## config.mk

```make
export PLATFORM = sky130hd
export DESIGN_NAME = ctrl_reg_guard
export DESIGN_NICKNAME = d
export VERILOG_FILES = /design/src/rtl/cwp_pkg.sv /design/src/rtl/cwp_block_decode.sv /design/src/rtl/cwp_nv_timer.sv /design/src/rtl/ctrl_reg_guard.sv
export SDC_FILE = /design/constraint.sdc
export NUM_CORES = 1
export LEC_CHECK = 0
export ABC_AREA = 1
export BUFFER_PORTS_ARGS = -buffer_cell sky130_fd_sc_hd__buf_2
export CAP_MARGIN = 20
export CORE_ASPECT_RATIO = 1.25
export CORE_MARGIN = 2
export CORE_UTILIZATION = 25
export CTS_BUF_LIST = sky130_fd_sc_hd__clkbuf_16
export CTS_CLUSTER_SIZE = 40
export DETAILED_ROUTE_END_ITERATION = 10
export GPL_ROUTABILITY_DRIVEN = 0
export PLACE_DENSITY = 0.49
export REMOVE_ABC_BUFFERS = 1
export SLEW_MARGIN = 25
export SYNTH_ARGS = -nofsm -noshare
export SYNTH_HDL_FRONTEND = slang
export SYNTH_SLANG_ARGS = --single-unit
```

## constraint.sdc

```tcl
create_clock -name clk -period 2.4 [get_ports clk]
set_input_delay 0.12 -clock clk [delete_from_list [all_inputs] [get_ports clk]]
set_output_delay 0.12 -clock clk [all_outputs]
set_load 0.03 [all_outputs]
```

## src/rtl/cwp_pkg.sv

```systemverilog
package cwp_pkg;

    // Register byte commands recognised while the second latch is clear
    localparam logic [7:0] CMD_SET_WEL  = 8'h02;
    localparam logic [7:0] CMD_CLR_WEL  = 8'h00;
    localparam logic [7:0] CMD_SET_RWEL = 8'h06;

    // Non-volatile fields of the register
    typedef struct packed {
        logic       wpen;
        logic [1:0] wd;
        logic [2:0] bp;
    } nvcfg_t;

    // Register update waiting for the stop
    typedef enum logic [2:0] {
        PK_NONE     = 3'd0,
        PK_SET_WEL  = 3'd1,
        PK_CLR_WEL  = 3'd2,
        PK_SET_RWEL = 3'd3,
        PK_NV       = 3'd4
    } pend_e;

    typedef struct packed {
        nvcfg_t     cfg;
        nvcfg_t     pcfg;
        pend_e      pk;
        logic       wel;
        logic       rwel;
        logic       ack;
        logic       arr_ok;
        logic       nv_start;
        logic [7:0] rdata;
    } guard_st_t;

    function automatic logic [7:0] pack_reg(nvcfg_t c, logic rwel, logic wel);
        return {c.wpen, c.wd, c.bp[1:0], rwel, wel, c.bp[2]};
    endfunction

    function automatic nvcfg_t unpack_cfg(logic [7:0] b);
        nvcfg_t c;
        c.wpen = b[7];
        c.wd   = b[6:5];
        c.bp   = {b[0], b[4:3]};
        return c;
    endfunction

endpackage

```

## src/rtl/cwp_block_decode.sv

```systemverilog
module cwp_block_decode #(
    parameter int ARR_AW  = 14,
    parameter int PAGE_AW = 6
) (
    input  logic [ARR_AW-1:0] addr_i,
    input  logic [2:0]        bp_i,
    output logic              prot_o
);

    logic [1:0]        upper_q;
    logic [ARR_AW-1:0] page_hi;

    always_comb begin
        upper_q = addr_i[ARR_AW-1:ARR_AW-2];
        // first-page ranges double in size with each step of bp[1:0]
        page_hi = addr_i >> (PAGE_AW + int'(bp_i[1:0]));
        unique case (bp_i)
            3'b000:  prot_o = 1'b0;
            3'b001:  prot_o = (upper_q == 2'b11);
            3'b010:  prot_o = addr_i[ARR_AW-1];
            3'b011:  prot_o = 1'b1;
            default: prot_o = (page_hi == '0);
        endcase
    end

endmodule

```

## src/rtl/cwp_nv_timer.sv

```systemverilog
module cwp_nv_timer #(
    parameter int NV_CYCLES = 16
) (
    input  logic clk,
    input  logic rst_n,
    input  logic start_i,
    output logic busy_o
);

    localparam int CW = $clog2(NV_CYCLES + 1);

    logic [CW-1:0] cnt_d, cnt_q;

    always_comb begin
        cnt_d = cnt_q;
        if (start_i) begin
            cnt_d = CW'(NV_CYCLES);
        end else if (cnt_q != '0) begin
            cnt_d = cnt_q - 1'b1;
        end
    end

    always_ff @(posedge clk or negedge rst_n) begin
        if (!rst_n) cnt_q <= '0;
        else        cnt_q <= cnt_d;
    end

    assign busy_o = (cnt_q != '0);

    // a new cycle is only launched once the previous one has ended
    a_r9_start_when_idle: assert property (@(posedge clk) disable iff (!rst_n)
        start_i |-> !busy_o);

endmodule

```

## src/rtl/ctrl_reg_guard.sv

```systemverilog
module ctrl_reg_guard
    import cwp_pkg::*;
#(
    parameter int ADDR_W    = 16,
    parameter int ARR_AW    = 14,
    parameter int PAGE_AW   = 6,
    parameter int NV_CYCLES = 16
) (
    input  logic              clk,
    input  logic              rst_n,
    input  logic [ADDR_W-1:0] addr_i,
    input  logic [7:0]        wdata_i,
    input  logic              wr_i,
    input  logic              rd_i,
    input  logic              stop_i,
    input  logic              wp_i,
    output logic [7:0]        rdata_o,
    output logic              ack_o,
    output logic              arr_wr_ok_o,
    output logic              nv_start_o,
    output logic [1:0]        wd_sel_o
);

    localparam logic [ADDR_W-1:0] REG_ADDR = {ADDR_W{1'b1}};
    localparam guard_st_t         ST_RST   = '0;

    guard_st_t st_d, st_q;
    logic      is_reg;
    logic      hw_lock;
    logic      arr_prot;
    logic      busy;
    logic      commit_nv;
    pend_e     wr_kind;

    cwp_block_decode #(
        .ARR_AW  (ARR_AW),
        .PAGE_AW (PAGE_AW)
    ) u_decode (
        .addr_i (addr_i[ARR_AW-1:0]),
        .bp_i   (st_q.cfg.bp),
        .prot_o (arr_prot)
    );

    cwp_nv_timer #(
        .NV_CYCLES (NV_CYCLES)
    ) u_timer (
        .clk     (clk),
        .rst_n   (rst_n),
        .start_i (commit_nv),
        .busy_o  (busy)
    );

    assign is_reg  = (addr_i == REG_ADDR);
    assign hw_lock = wp_i & st_q.cfg.wpen;

    always_comb begin
        st_d          = st_q;
        st_d.ack      = 1'b0;
        st_d.arr_ok   = 1'b0;
        st_d.nv_start = 1'b0;
        commit_nv     = 1'b0;
        wr_kind       = PK_NONE;

        // stop applies the update captured earlier in the transaction
        if (stop_i) begin
            unique case (st_q.pk)
                PK_SET_WEL: st_d.wel = 1'b1;
                PK_CLR_WEL: begin
                    st_d.wel  = 1'b0;
                    st_d.rwel = 1'b0;
                end
                PK_SET_RWEL: begin
                    st_d.wel  = 1'b1;
                    st_d.rwel = 1'b1;
                end
                PK_NV: begin
                    if (!hw_lock) begin
                        st_d.cfg      = st_q.pcfg;
                        st_d.rwel     = 1'b0;
                        st_d.nv_start = 1'b1;
                        commit_nv     = 1'b1;
                    end
                end
                default: ;
            endcase
            st_d.pk = PK_NONE;
        end

        if (wr_i) begin
            if (is_reg) begin
                if (!busy && (st_q.pk == PK_NONE) && !stop_i) begin
                    if (st_q.rwel) begin
                        if (!hw_lock) wr_kind = PK_NV;
                    end else if (wdata_i == CMD_SET_WEL) begin
                        wr_kind = PK_SET_WEL;
                    end else if (st_q.wel && (wdata_i == CMD_CLR_WEL)) begin
                        wr_kind = PK_CLR_WEL;
                    end else if (st_q.wel && (wdata_i == CMD_SET_RWEL)) begin
                        wr_kind = PK_SET_RWEL;
                    end
                end
                if (wr_kind != PK_NONE) begin
                    st_d.ack  = 1'b1;
                    st_d.pk   = wr_kind;
                    st_d.pcfg = unpack_cfg(wdata_i);
                end
            end else begin
                st_d.ack    = st_q.wel & ~busy & ~arr_prot;
                st_d.arr_ok = st_q.wel & ~busy & ~arr_prot;
            end
        end

        if (rd_i && is_reg) begin
            st_d.rdata = pack_reg(st_q.cfg, st_q.rwel, st_q.wel);
        end
    end

    always_ff @(posedge clk or negedge rst_n) begin
        if (!rst_n) st_q <= ST_RST;
        else        st_q <= st_d;
    end

    assign rdata_o     = st_q.rdata;
    assign ack_o       = st_q.ack;
    assign arr_wr_ok_o = st_q.arr_ok;
    assign nv_start_o  = st_q.nv_start;
    assign wd_sel_o    = st_q.cfg.wd;

    // array writes need the write latch
    a_r2_array_needs_wel: assert property (@(posedge clk) disable iff (!rst_n)
        (wr_i && !is_reg && !st_q.wel) |=> (!ack_o && !arr_wr_ok_o));

    // only the latch-setting byte passes without the write latch
    a_r2_reg_needs_wel: assert property (@(posedge clk) disable iff (!rst_n)
        (wr_i && is_reg && !st_q.wel && (wdata_i != CMD_SET_WEL)) |=> !ack_o);

    // non-volatile fields change only together with a start pulse
    a_r5_cfg_change_pulses: assert property (@(posedge clk) disable iff (!rst_n)
        !$stable(st_q.cfg) |-> nv_start_o);

    // code 011 locks every array address
    a_r6_full_lock: assert property (@(posedge clk) disable iff (!rst_n)
        (wr_i && !is_reg && (st_q.cfg.bp == 3'b011)) |=> !arr_wr_ok_o);

    // pin plus protect-enable freezes the non-volatile fields
    a_r8_hw_freeze: assert property (@(posedge clk) disable iff (!rst_n)
        (wp_i && st_q.cfg.wpen) |=> $stable(st_q.cfg));

    // nothing is acknowledged during the busy window
    a_r9_busy_no_ack: assert property (@(posedge clk) disable iff (!rst_n)
        (wr_i && busy) |=> !ack_o);

    // a start pulse opens the busy window
    a_r9_start_busy: assert property (@(posedge clk) disable iff (!rst_n)
        nv_start_o |-> busy);

    // one register byte per transaction
    a_r10_one_reg_byte: assert property (@(posedge clk) disable iff (!rst_n)
        (wr_i && is_reg && (st_q.pk != PK_NONE)) |=> !ack_o);

    // acknowledges only follow a write strobe
    a_r12_ack_after_wr: assert property (@(posedge clk) disable iff (!rst_n)
        ack_o |-> $past(wr_i));

    // a permit always comes with an acknowledge
    a_r12_permit_acked: assert property (@(posedge clk) disable iff (!rst_n)
        arr_wr_ok_o |-> ack_o);

endmodule

```

==> results.sh, run 1 <==
export IMPL_status="finished, final reports clean"
export IMPL_tns_ps=0
export IMPL_ir_drop_mv=0.3012
export IMPL_critPathMaxFanout=7
export IMPL_die_area_um2=8063
export IMPL_drtIter0Drc=63
export IMPL_worstSetupEndpointType="register"
export IMPL_clock_latency_ps=280
export IMPL_hp_class="in2reg"
export IMPL_synth_top_area_share_pct=44.90
export IMPL_ys_warn_count=0
export IMPL_globalRouteTotalUtil_pct=10.88
export IMPL_fin_crit_sh_pct=67.37
export IMPL_synth_edf_count=0
export IMPL_viasPerCell=4.233
export IMPL_yosys_top_cells_count="nand2_1, dfrtp_1, inv_1"
export IMPL_multi_input_comb_area_um2=805.8
export IMPL_p_switching_mw=0.4664
export IMPL_power_leakage_nw=1.212
export IMPL_grt_pass1_vias=1451
export IMPL_cp_start_kind="register"
export IMPL_arrival_ps=1790
export IMPL_async_flop_share_pct=100.0
export IMPL_seqPwrFrac_pct=41.3
export IMPL_setup_viol=0
export IMPL_dr_pass1_iters=4
export IMPL_die_w_um=80.72
export IMPL_intPower_mw=1.123
export IMPL_antenna_found_initial=0
export IMPL_clock_fmax_mhz=618.5
export IMPL_worst_slew_pin_slew_ps=735.7
export IMPL_vias=1473
export IMPL_final_nets=289
export IMPL_rsz0062_at_grt="false"
export IMPL_worstPathRequired_ps=2570
export IMPL_coreArea_um2=7062
export IMPL_rows=34
export IMPL_path_class="reg2reg"
export IMPL_slew_viol_final=0
export IMPL_p_comb_share_pct=20.7
export IMPL_synthCells=219
export IMPL_synth_cell_type_count=31
export IMPL_pwr_share_clk_pct=38.0
export IMPL_grt_overflow=0
export IMPL_r2r_end="st_q[18]"
export IMPL_hold_violations=0
export IMPL_slew_headroom_pct=50.96
export IMPL_h_tree_depth=2
export IMPL_cts_made_buffers=5
export IMPL_syn_area_per_cell_um2=8.398
export IMPL_wl_per_cell_um=11.38
export IMPL_clock_root_buffer="clkbuf_16"
export IMPL_cts_clk_slew_worst_paths_ps=50
export IMPL_clockBufferDepth=2
export IMPL_seq_area_um2=825.8
export IMPL_worstHoldStart="stop_i"
export IMPL_antennaDiodeCount=0
export IMPL_ff2ff_path_depth=11
export IMPL_synth_most_common_cell="nand2_1"
export IMPL_area_growth_pct=20.88
export IMPL_drc=0
export IMPL_rrSetupSlack_ps=780
export IMPL_start_util_pct=26.05
export IMPL_layout_drive_gt1_share_pct=33.72
export IMPL_netlist_area_um2=1839
export IMPL_port_buffers=42
export IMPL_ys_flop_type="dfrtp_1"
export IMPL_swShare_pct=29.34
export IMPL_r2r_start="u_timer.cnt_q[0]"
export IMPL_fin_crit_ps=1617
export IMPL_postLayoutCoreUtil_pct=31.48
export IMPL_stdcell_area_um2=2223
export IMPL_hold_end="st_q[14]"
export IMPL_hpwl_mm=3.097
export IMPL_crit_slowest_cell="dfrtp_1"
export IMPL_ys_seq_area_share_pct=44.90
export IMPL_path_cells="inv_1 > ha_1 > nand2_4 > nor2_8 > nand3_2 > nor2_2 > nand2_2 > nand3_4 > nand2_4 > nand2_1 > nand2_1"
export IMPL_synth_area_leaders="dfrtp_1, nand2_1, nand3_1, inv_1, buf_4"
export IMPL_drt_total_wl_mm=3.961
export IMPL_powerDensity_nw_per_um2=714.8
export IMPL_fill_cells=799
export IMPL_finalNonFillerCells=348
export IMPL_grt_max_degree=34
export IMPL_ys_ff_latch=33
export IMPL_place_area_um2=2071
export IMPL_cap_violations=0
export IMPL_die_h_um=99.90
export IMPL_cts_tree="done"
export IMPL_grt_pass1_wl_mm=6.824
export IMPL_clock_sinks=33
export IMPL_crit_path_max_incr_delay_ps=390
export IMPL_hold_depth=2
export IMPL_antenna_left=0
export IMPL_dpl_cell_count=339
export IMPL_skew_ps=3.764
export IMPL_synth_top_area_cell="dfrtp_1"
export IMPL_io_pins=43
## kinds of logic after synthesis
family	synth area share (%)
and+or+nand+nor	31.91
buffers and inverters	11.29
DFF	44.90
AOI/OAI and AO/OA	9.116
xor gates and xnor gates	1.429
adders and majority gates	1.360
## registers in the layout, summed over array words and instances, names as in the netlist
register	cells
st_q	15
wd_sel_o	2
ack_o	1
nv_start_o	1
arr_wr_ok_o	1
u_timer.cnt_q	5
rdata_o	8
## critical path, delay by kind of cell (launching register included)
family	cells	cell delay, ps
adders and majority gates	1	200
DFF	1	390
and+or+nand+nor	9	800
buffers and inverters	1	100
## what timing repair did
item                      4_1_cts  5_1_grt
hold buffers                    1        0
hold endpoints to repair       33        0
buffers inserted                0        0
gates resized for setup         0        0
## placed cells by master (no fill, tap or decap), drive strengths merged, types with 2 or more instances in the layout
cell type,n
buf,42
nor2,23
dfrtp,33
inv,30
a21oi,3
nand3,21
clkbuf,5
xor2,2
nand4,4
clkinv,3
nor3,6
ha,2
o21ai,19
nand2,58
## how the worst max path moves through the flow
stage / from / endpoint / slack (ps) / depth (start not counted)
2_1_floorplan: u_timer.cnt_q[0] / st_q[16] / 910 / 11
3_3_place_gp: u_timer.cnt_q[0] / st_q[18] / 840 / 11
3_5_place_dp: u_timer.cnt_q[0] / st_q[18] / 790 / 11
4_1_cts: u_timer.cnt_q[0] / st_q[18] / 770 / 11
5_1_grt: u_timer.cnt_q[0] / st_q[16] / 630 / 11
6_report: u_timer.cnt_q[0] / st_q[18] / 780 / 11
## routing by layer
layer	track usage [%]	wire length, µm
met1	14.31	1814
met2	16.92	1829
met3	2.428	223
met4	5.085	94
met5	0	0
## power groups by stage
stage | clock (mW) | sequential (mW) | combinational [mW]
6_report | 0.605 | 0.656 | 0.329
5_1_grt | 0.648 | 0.661 | 0.374
4_1_cts | 0.618 | 0.655 | 0.336
3_5_place_dp | 0 | 0.663 | 0.333
3_3_place_gp | 0 | 0.663 | 0.332
2_1_floorplan | 0 | 0.667 | 0.235
## stage by stage
stage	power (mW)	hold slack, ps	worst slack, ps
finish	1.589	98.91	783.1
global route	1.684	120.6	631.8
CTS	1.609	95.95	768.2
detailed placement	0.9957	223.9	789.0
global placement	0.9948	232.1	836.5
floorplan	0.9019	-175.6	914.2
## layout make-up
class / instances / share of cell area (%)
flip-flops and latches: 33 / 37.14
clock inverters: 3 / 0.7878
repair buffers: 43 / 9.904
well taps: 90 / 5.065
clock buffers: 5 / 5.627
inverters: 31 / 5.234
multi-input cells: 143 / 36.24
Power figures use the tool's default switching activity.
==> run 2, diff against run 1 <==
==> constraint.sdc (replaced) <==
create_clock -name clk -period 1.6 [get_ports clk]
set_input_delay 0.08 -clock clk [delete_from_list [all_inputs] [get_ports clk]]
set_output_delay 0.08 -clock clk [all_outputs]
set_load 0.03 [all_outputs]
==> run 2 against run 1 <==
Compared with the run above:
- wire length is 3.5% lower
- setup slack lost 660 ps
- clock skew shrank 1.1 ps
- critical path depth unchanged
- global-route usage shrank 0.29 points
- sequential power is 50% higher
- total power up 55%
- count of clock-buffer cells in the layout did not move
- worst hold slack worse by 27 ps
- register-to-register slack got worse by 660 ps
- largest power group unchanged
==> results.sh, run 2 (same netlist as run 1, synthesis figures left out) <==
export IMPL_status="finished, final reports clean"
export IMPL_stdcell_area_um2=2281
export IMPL_grt_overflow=0
export IMPL_cp_start_kind="register"
export IMPL_cts_clk_slew_worst_paths_ps=50
export IMPL_antenna_found_initial=0
export IMPL_powerDensity_nw_per_um2=1082
export IMPL_largest_register_ffs=15
export IMPL_port_buffers=42
export IMPL_antenna_left=0
export IMPL_grt_pass1_wl_mm=6.561
export IMPL_viasPerCell=4.119
export IMPL_ir_drop_mv=0.4210
export IMPL_fill_cells=762
export IMPL_crit_path_max_incr_delay_ps=380
export IMPL_h_tree_depth=2
export IMPL_clockBufferDepth=2
export IMPL_io_pins=43
export IMPL_fin_crit_ps=1481
export IMPL_hold_end="st_q[14]"
export IMPL_worstSetupEndpointType="register"
export IMPL_power_leakage_nw=1.228
export IMPL_slew_viol_final=0
export IMPL_final_nets=293
export IMPL_rows=34
export IMPL_hpwl_mm=3.025
export IMPL_start_util_pct=26.05
export IMPL_globalRouteTotalUtil_pct=10.59
export IMPL_wl_per_cell_um=10.86
export IMPL_rrSetupSlack_ps=120
export IMPL_clock_sinks=33
export IMPL_largest_register="st_q"
export IMPL_worst_slew_pin_slew_ps=721.7
export IMPL_worstHoldStart="stop_i"
export IMPL_die_h_um=99.90
export IMPL_path_class="reg2reg"
export IMPL_r2r_start="u_timer.cnt_q[1]"
export IMPL_dr_pass1_iters=4
export IMPL_r2r_end="st_q[18]"
export IMPL_fin_ws_ps=118.8
export IMPL_critPathMaxFanout=7
export IMPL_cap_violations=0
export IMPL_area_growth_pct=24.01
export IMPL_die_area_um2=8063
export IMPL_coreArea_um2=7062
export IMPL_layout_drive_gt1_share_pct=36.64
export IMPL_final_cell_mix="nand2_1, buf_2, dfrtp_1"
export IMPL_hold_violations=0
export IMPL_fin_crit_sh_pct=92.58
export IMPL_cp_top_family="simple AND/OR/NAND/NOR gates"
export IMPL_grt_max_degree=34
export IMPL_layout_commonest_cell="nand2_1"
export IMPL_clock_latency_ps=270
export IMPL_ff2ff_path_depth=11
export IMPL_slew_headroom_pct=51.89
export IMPL_path_cells="inv_2 > ha_4 > nand2_4 > nor2_8 > nand3_4 > nor2_4 > nand2_2 > nand3_4 > nand2_4 > nand2_1 > nand2_1"
export IMPL_clock_root_buffer="clkbuf_16"
export IMPL_path_buf_inv=1
export IMPL_dpl_worst_slack_ps=40.83
export IMPL_drc=0
export IMPL_arrival_ps=1650
export IMPL_die_w_um=80.72
export IMPL_cts_tree="done"
export IMPL_hp_class="in2reg"
export IMPL_place_area_um2=2086
export IMPL_cts_made_buffers=5
export IMPL_antennaDiodeCount=0
export IMPL_clock_fmax_mhz=675.1
export IMPL_drtIter0Drc=80
export IMPL_setup_viol=0
export IMPL_hold_depth=2
export IMPL_grt_pass1_vias=1385
export IMPL_skew_ps=2.673
export IMPL_crit_slowest_cell="dfrtp_1"
export IMPL_drt_total_wl_mm=3.821
export IMPL_vias=1450
export IMPL_worstPathRequired_ps=1770
run 2: cell count changes in the layout (fill, tap and decap cells not counted), sizes merged:
cell  delta
buf      +4
run 2: stage by stage:
stage | hold slack, ps | cells | util [%] | total power [mW] | setup TNS [ps]
after global placement | 195.5 | 341 | 29.54 | 1.507 | 0
final | 72.28 | 352 | 32.30 | 2.469 | 0
after floorplan | -215.6 | 207 | - | 1.353 | 0
after CTS | 69.48 | 350 | 31.70 | 2.444 | 0
after detailed placement | 192.6 | 341 | 29.54 | 1.513 | 0
after global routing | 79.11 | 352 | 32.30 | 2.641 | -1.908
run 2: how the worst max path moves through the flow:
stage,from,endpoint,slack (ps),cells past startpoint
2_1_floorplan,u_timer.cnt_q[0],st_q[16],110,11
3_3_place_gp,u_timer.cnt_q[0],st_q[20],70,11
3_5_place_dp,u_timer.cnt_q[1],st_q[21],40,11
4_1_cts,u_timer.cnt_q[1],st_q[21],30,11
5_1_grt,u_timer.cnt_q[1],st_q[20],-2,11
6_report,u_timer.cnt_q[1],st_q[18],120,11
run 2: routing by layer:
layer / wire, µm / share of wire [%] / global-route usage (%)
met5: 0 / 0 / 0
met2: 1795 / 47 / 16.35
met4: 72 / 1.9 / 4.694
met3: 154 / 4.0 / 2.158
met1: 1800 / 47 / 14.30
run 2: worst register-to-register path, delay by kind of cell, from the launching register on:
kind                       cells  cell delay, ps
and+or+nand+nor                9             740
DFF                            1             380
adders and majority gates      1             140
buffers and inverters          1              90
run 2: final cells by class:
cell class / instances / area (µm²) / area share (%)
multi-input combinational: 143 / 833.3 / 36.53
sequential: 33 / 825.8 / 36.20
timing repair buffer: 47 / 250.2 / 10.97
clock buffer: 5 / 125.1 / 5.485
inverter: 31 / 116.4 / 5.101
tap: 90 / 112.6 / 4.937
clock inverter: 3 / 17.52 / 0.7680
run 2: repair_timing:
item	CTS	global route
gates resized for setup	0	8
hold buffers	1	0
setup endpoints to repair	0	6
endpoints found under the hold margin	33	0
buffers inserted	0	2
run 2: power breakdown:
part	total [mW]	internal [mW]	switching [mW]	leakage [nW]
registers	0.985	0.924	0.0602	0.423
clock network	0.908	0.569	0.339	0.0696
logic	0.576	0.246	0.331	0.735
==> run 3, diff against run 2 <==
--- a/config.mk
+++ b/config.mk
@@ -5,17 +5,15 @@
 export SDC_FILE = /design/constraint.sdc
 export NUM_CORES = 1
 export LEC_CHECK = 0
-export ABC_AREA = 1
 export BUFFER_PORTS_ARGS = -buffer_cell sky130_fd_sc_hd__buf_2
 export CAP_MARGIN = 20
 export CORE_ASPECT_RATIO = 1.25
-export CORE_MARGIN = 2
 export CORE_UTILIZATION = 25
 export CTS_BUF_LIST = sky130_fd_sc_hd__clkbuf_16
 export CTS_CLUSTER_SIZE = 40
 export DETAILED_ROUTE_END_ITERATION = 10
-export GPL_ROUTABILITY_DRIVEN = 0
-export PLACE_DENSITY = 0.49
+export GPL_ROUTABILITY_DRIVEN = 1
+export PLACE_DENSITY = 0.5
 export REMOVE_ABC_BUFFERS = 1
 export SLEW_MARGIN = 25
 export SYNTH_ARGS = -nofsm -noshare
==> run 3 against run 2 <==
Compared with the run above:
- the run now ends with setup timing left
- non-clock buffer count grew 26
- first-iteration DRC count shrank 65%
- count of clock-buffer cells in the layout is the same
- design area is the same
- worst hold slack lost 1.6 ps
- flip-flop and latch count is the same
- via count shrank 13%
- core utilization grew 6.1 points
==> results.sh, run 3 <==
export IMPL_slew_viol_final=0
export IMPL_synth_top_area_cell="dfrtp_1"
export IMPL_hold_violations=0
export IMPL_die_w_um=72.92
export IMPL_vias=1260
export IMPL_r2r_end="st_q[19]"
export IMPL_cts_clk_slew_worst_paths_ps=50
export IMPL_synthCells=133
export IMPL_synth_top_area_share_pct=52.55
export IMPL_io_pins=43
export IMPL_intPower_mw=1.867
export IMPL_path_class="reg2reg"
export IMPL_ys_seq_area_share_pct=52.55
export IMPL_area_growth_pct=45.14
export IMPL_clock_root_buffer="clkbuf_16"
export IMPL_cts_made_buffers=5
export IMPL_largest_register_ffs=15
export IMPL_largest_register="st_q"
export IMPL_fin_crit_sh_pct=109.5
export IMPL_synth_edf_count=0
export IMPL_drtIter0Drc=28
export IMPL_p_switching_mw=0.6571
export IMPL_ys_ff_latch=33
export IMPL_drc=0
export IMPL_clockBufferDepth=2
export IMPL_hp_class="in2reg"
export IMPL_layout_commonest_cell="buf_2"
export IMPL_yosys_top_cells_count="dfrtp_1, mux2_2, buf_4"
export IMPL_antenna_found_initial=0
export IMPL_skew_ps=1.987
export IMPL_hold_depth=2
export IMPL_netlist_area_um2=1572
export IMPL_antenna_left=0
export IMPL_synth_most_common_cell="dfrtp_1"
export IMPL_wl_met2_mm=1.748
export IMPL_ys_flop_type="dfrtp_1"
export IMPL_fin_crit_ps=1752
export IMPL_globalRouteTotalUtil_pct=11.95
export IMPL_clock_fmax_mhz=570.7
export IMPL_dpl_worst_slack_ps=-317.3
export IMPL_worstSetupEndpointType="register"
export IMPL_grt_overflow=0
export IMPL_async_flop_share_pct=100.0
export IMPL_final_cell_mix="buf_2, dfrtp_1, buf_4"
export IMPL_die_h_um=90.65
export IMPL_die_area_um2=6609
export IMPL_worstHoldStart="wdata_i[7]"
export IMPL_coreArea_um2=5934
export IMPL_critPathMaxFanout=7
export IMPL_seqPwrFrac_pct=38.3
export IMPL_arrival_ps=1910
export IMPL_power_leakage_nw=1.129
export IMPL_hpwl_mm=2.608
export IMPL_met3_length_um=180
export IMPL_pwr_share_clk_pct=35.1
export IMPL_rows=31
export IMPL_fin_ws_ps=-152.1
export IMPL_antennaDiodeCount=0
export IMPL_worstPathRequired_ps=1760
export IMPL_rsz0062_at_grt="true"
export IMPL_rrSetupSlack_ps=-150
export IMPL_viasPerCell=4.421
export IMPL_wl_per_cell_um=12.66
export IMPL_swShare_pct=26.04
export IMPL_slew_headroom_pct=72.04
export IMPL_port_buffers=42
export IMPL_final_nets=234
export IMPL_h_tree_depth=2
export IMPL_wl_met1_mm=1.597
export IMPL_cts_tree="done"
export IMPL_drt_total_wl_mm=3.608
export IMPL_r2r_start="u_timer.cnt_q[1]"
export IMPL_ir_drop_mv=0.4900
export IMPL_cap_violations=0
export IMPL_start_util_pct=26.48
export IMPL_clock_latency_ps=270
export IMPL_postLayoutCoreUtil_pct=38.44
export IMPL_ff2ff_path_depth=7
export IMPL_grt_max_degree=34
export IMPL_worst_slew_pin_slew_ps=419.4
export IMPL_dr_pass1_iters=4
export IMPL_status="complete, but fails checks"
export IMPL_clock_sinks=33
export IMPL_syn_area_per_cell_um2=11.82
export IMPL_layout_drive_gt1_share_pct=56.16
export IMPL_grt_pass1_wl_mm=5.920
export IMPL_p_comb_share_pct=26.5
export IMPL_setup_viol=8
export IMPL_cp_start_kind="register"
export IMPL_synth_cell_type_count=32
export IMPL_ys_warn_count=0
export IMPL_synth_area_leaders="dfrtp_1, mux2_2, buf_4, nand4_1, nor3_1"
export IMPL_grt_pass1_vias=1279
export IMPL_top_layer="met4"
export IMPL_hold_end="st_q[21]"
export IMPL_violations="setup timing"
export IMPL_powerDensity_nw_per_um2=1107
export IMPL_gp_congestion=0.7837
## run 3: worst max-delay path, stage by stage (launching register included)
cell	delay, ps
dfrtp_1	380
inv_2	80
ha_4	140
nor4b_4	220
nand3_2	150
a211oi_4	180
buf_6	180
mux2_4	310
## run 3: how the worst max path moves through the flow
stage | from | endpoint | slack (ps) | cells past startpoint
2_1_floorplan | u_timer.cnt_q[0] | st_q[16] | -330 | 6
3_3_place_gp | st_q[11] | st_q[19] | -270 | 5
3_5_place_dp | st_q[11] | st_q[18] | -320 | 5
4_1_cts | u_timer.cnt_q[1] | st_q[17] | -170 | 7
5_1_grt | u_timer.cnt_q[0] | st_q[19] | -220 | 7
6_report | u_timer.cnt_q[1] | st_q[19] | -150 | 7
## run 3: area by class of cell
type / instances / area [µm²]
clock inverter: 3 / 13.76
sequential: 33 / 825.8
fill: 579 / 3654
inverter: 8 / 30.03
timing repair buffer: 73 / 452.9
clock buffer: 5 / 125.1
multi-input combinational: 81 / 730.7
tap: 82 / 102.6
## run 3: what timing repair did
item / CTS / global route
hold buffers: 1 / 0
buffers inserted: 2 / 4
hold endpoints to repair: 33 / 0
gates cloned: 0 / 0
setup endpoints to repair: 10 / 16
gates resized for setup: 14 / 8
pin swaps: 3 / 5
## run 3: cell families (layout without fill, tap and decap cells)
kind of cell | after synthesis | after routing | share of synthesized area [%]
and+or+nand+nor | 40 | 40 | 14.81
DFF | 33 | 33 | 52.55
muxes | 20 | 20 | 14.33
buffers and inverters | 19 | 89 | 6.926
AOI/OAI and AO/OA | 16 | 16 | 8.122
xor gates and xnor gates | 3 | 3 | 1.672
adders and majority gates | 2 | 2 | 1.592
## run 3: per-stage QoR
step	instance area [µm²]	total power, mW	TNS, ps	instances	hold WS, ps
2_1_floorplan	1493	1.247	-2501	122	-215.6
3_3_place_gp	1986	1.521	-1838	270	133.7
3_5_place_dp	1986	1.530	-2158	270	131.4
4_1_cts	2207	2.510	-1136	281	62.67
5_1_grt	2281	2.672	-1576	285	71.91
6_report	2281	2.524	-1048	285	70.71
## run 3: power groups by stage
| stage | registers (mW) | logic [mW] | clock network (mW) |
|---|---|---|---|
| 2_1_floorplan | 0.991 | 0.256 | 0 |
| 3_3_place_gp | 0.976 | 0.545 | 0 |
| 3_5_place_dp | 0.977 | 0.553 | 0 |
| 4_1_cts | 0.967 | 0.629 | 0.914 |
| 5_1_grt | 0.978 | 0.743 | 0.951 |
| 6_report | 0.968 | 0.670 | 0.887 |
## run 3: metal layers
layer,vias to the layer above,track usage [%]
li1,605,-
met1,613,14.34
met2,35,19.16
met3,7,3.571
met4,0,5.882
met5,-,0
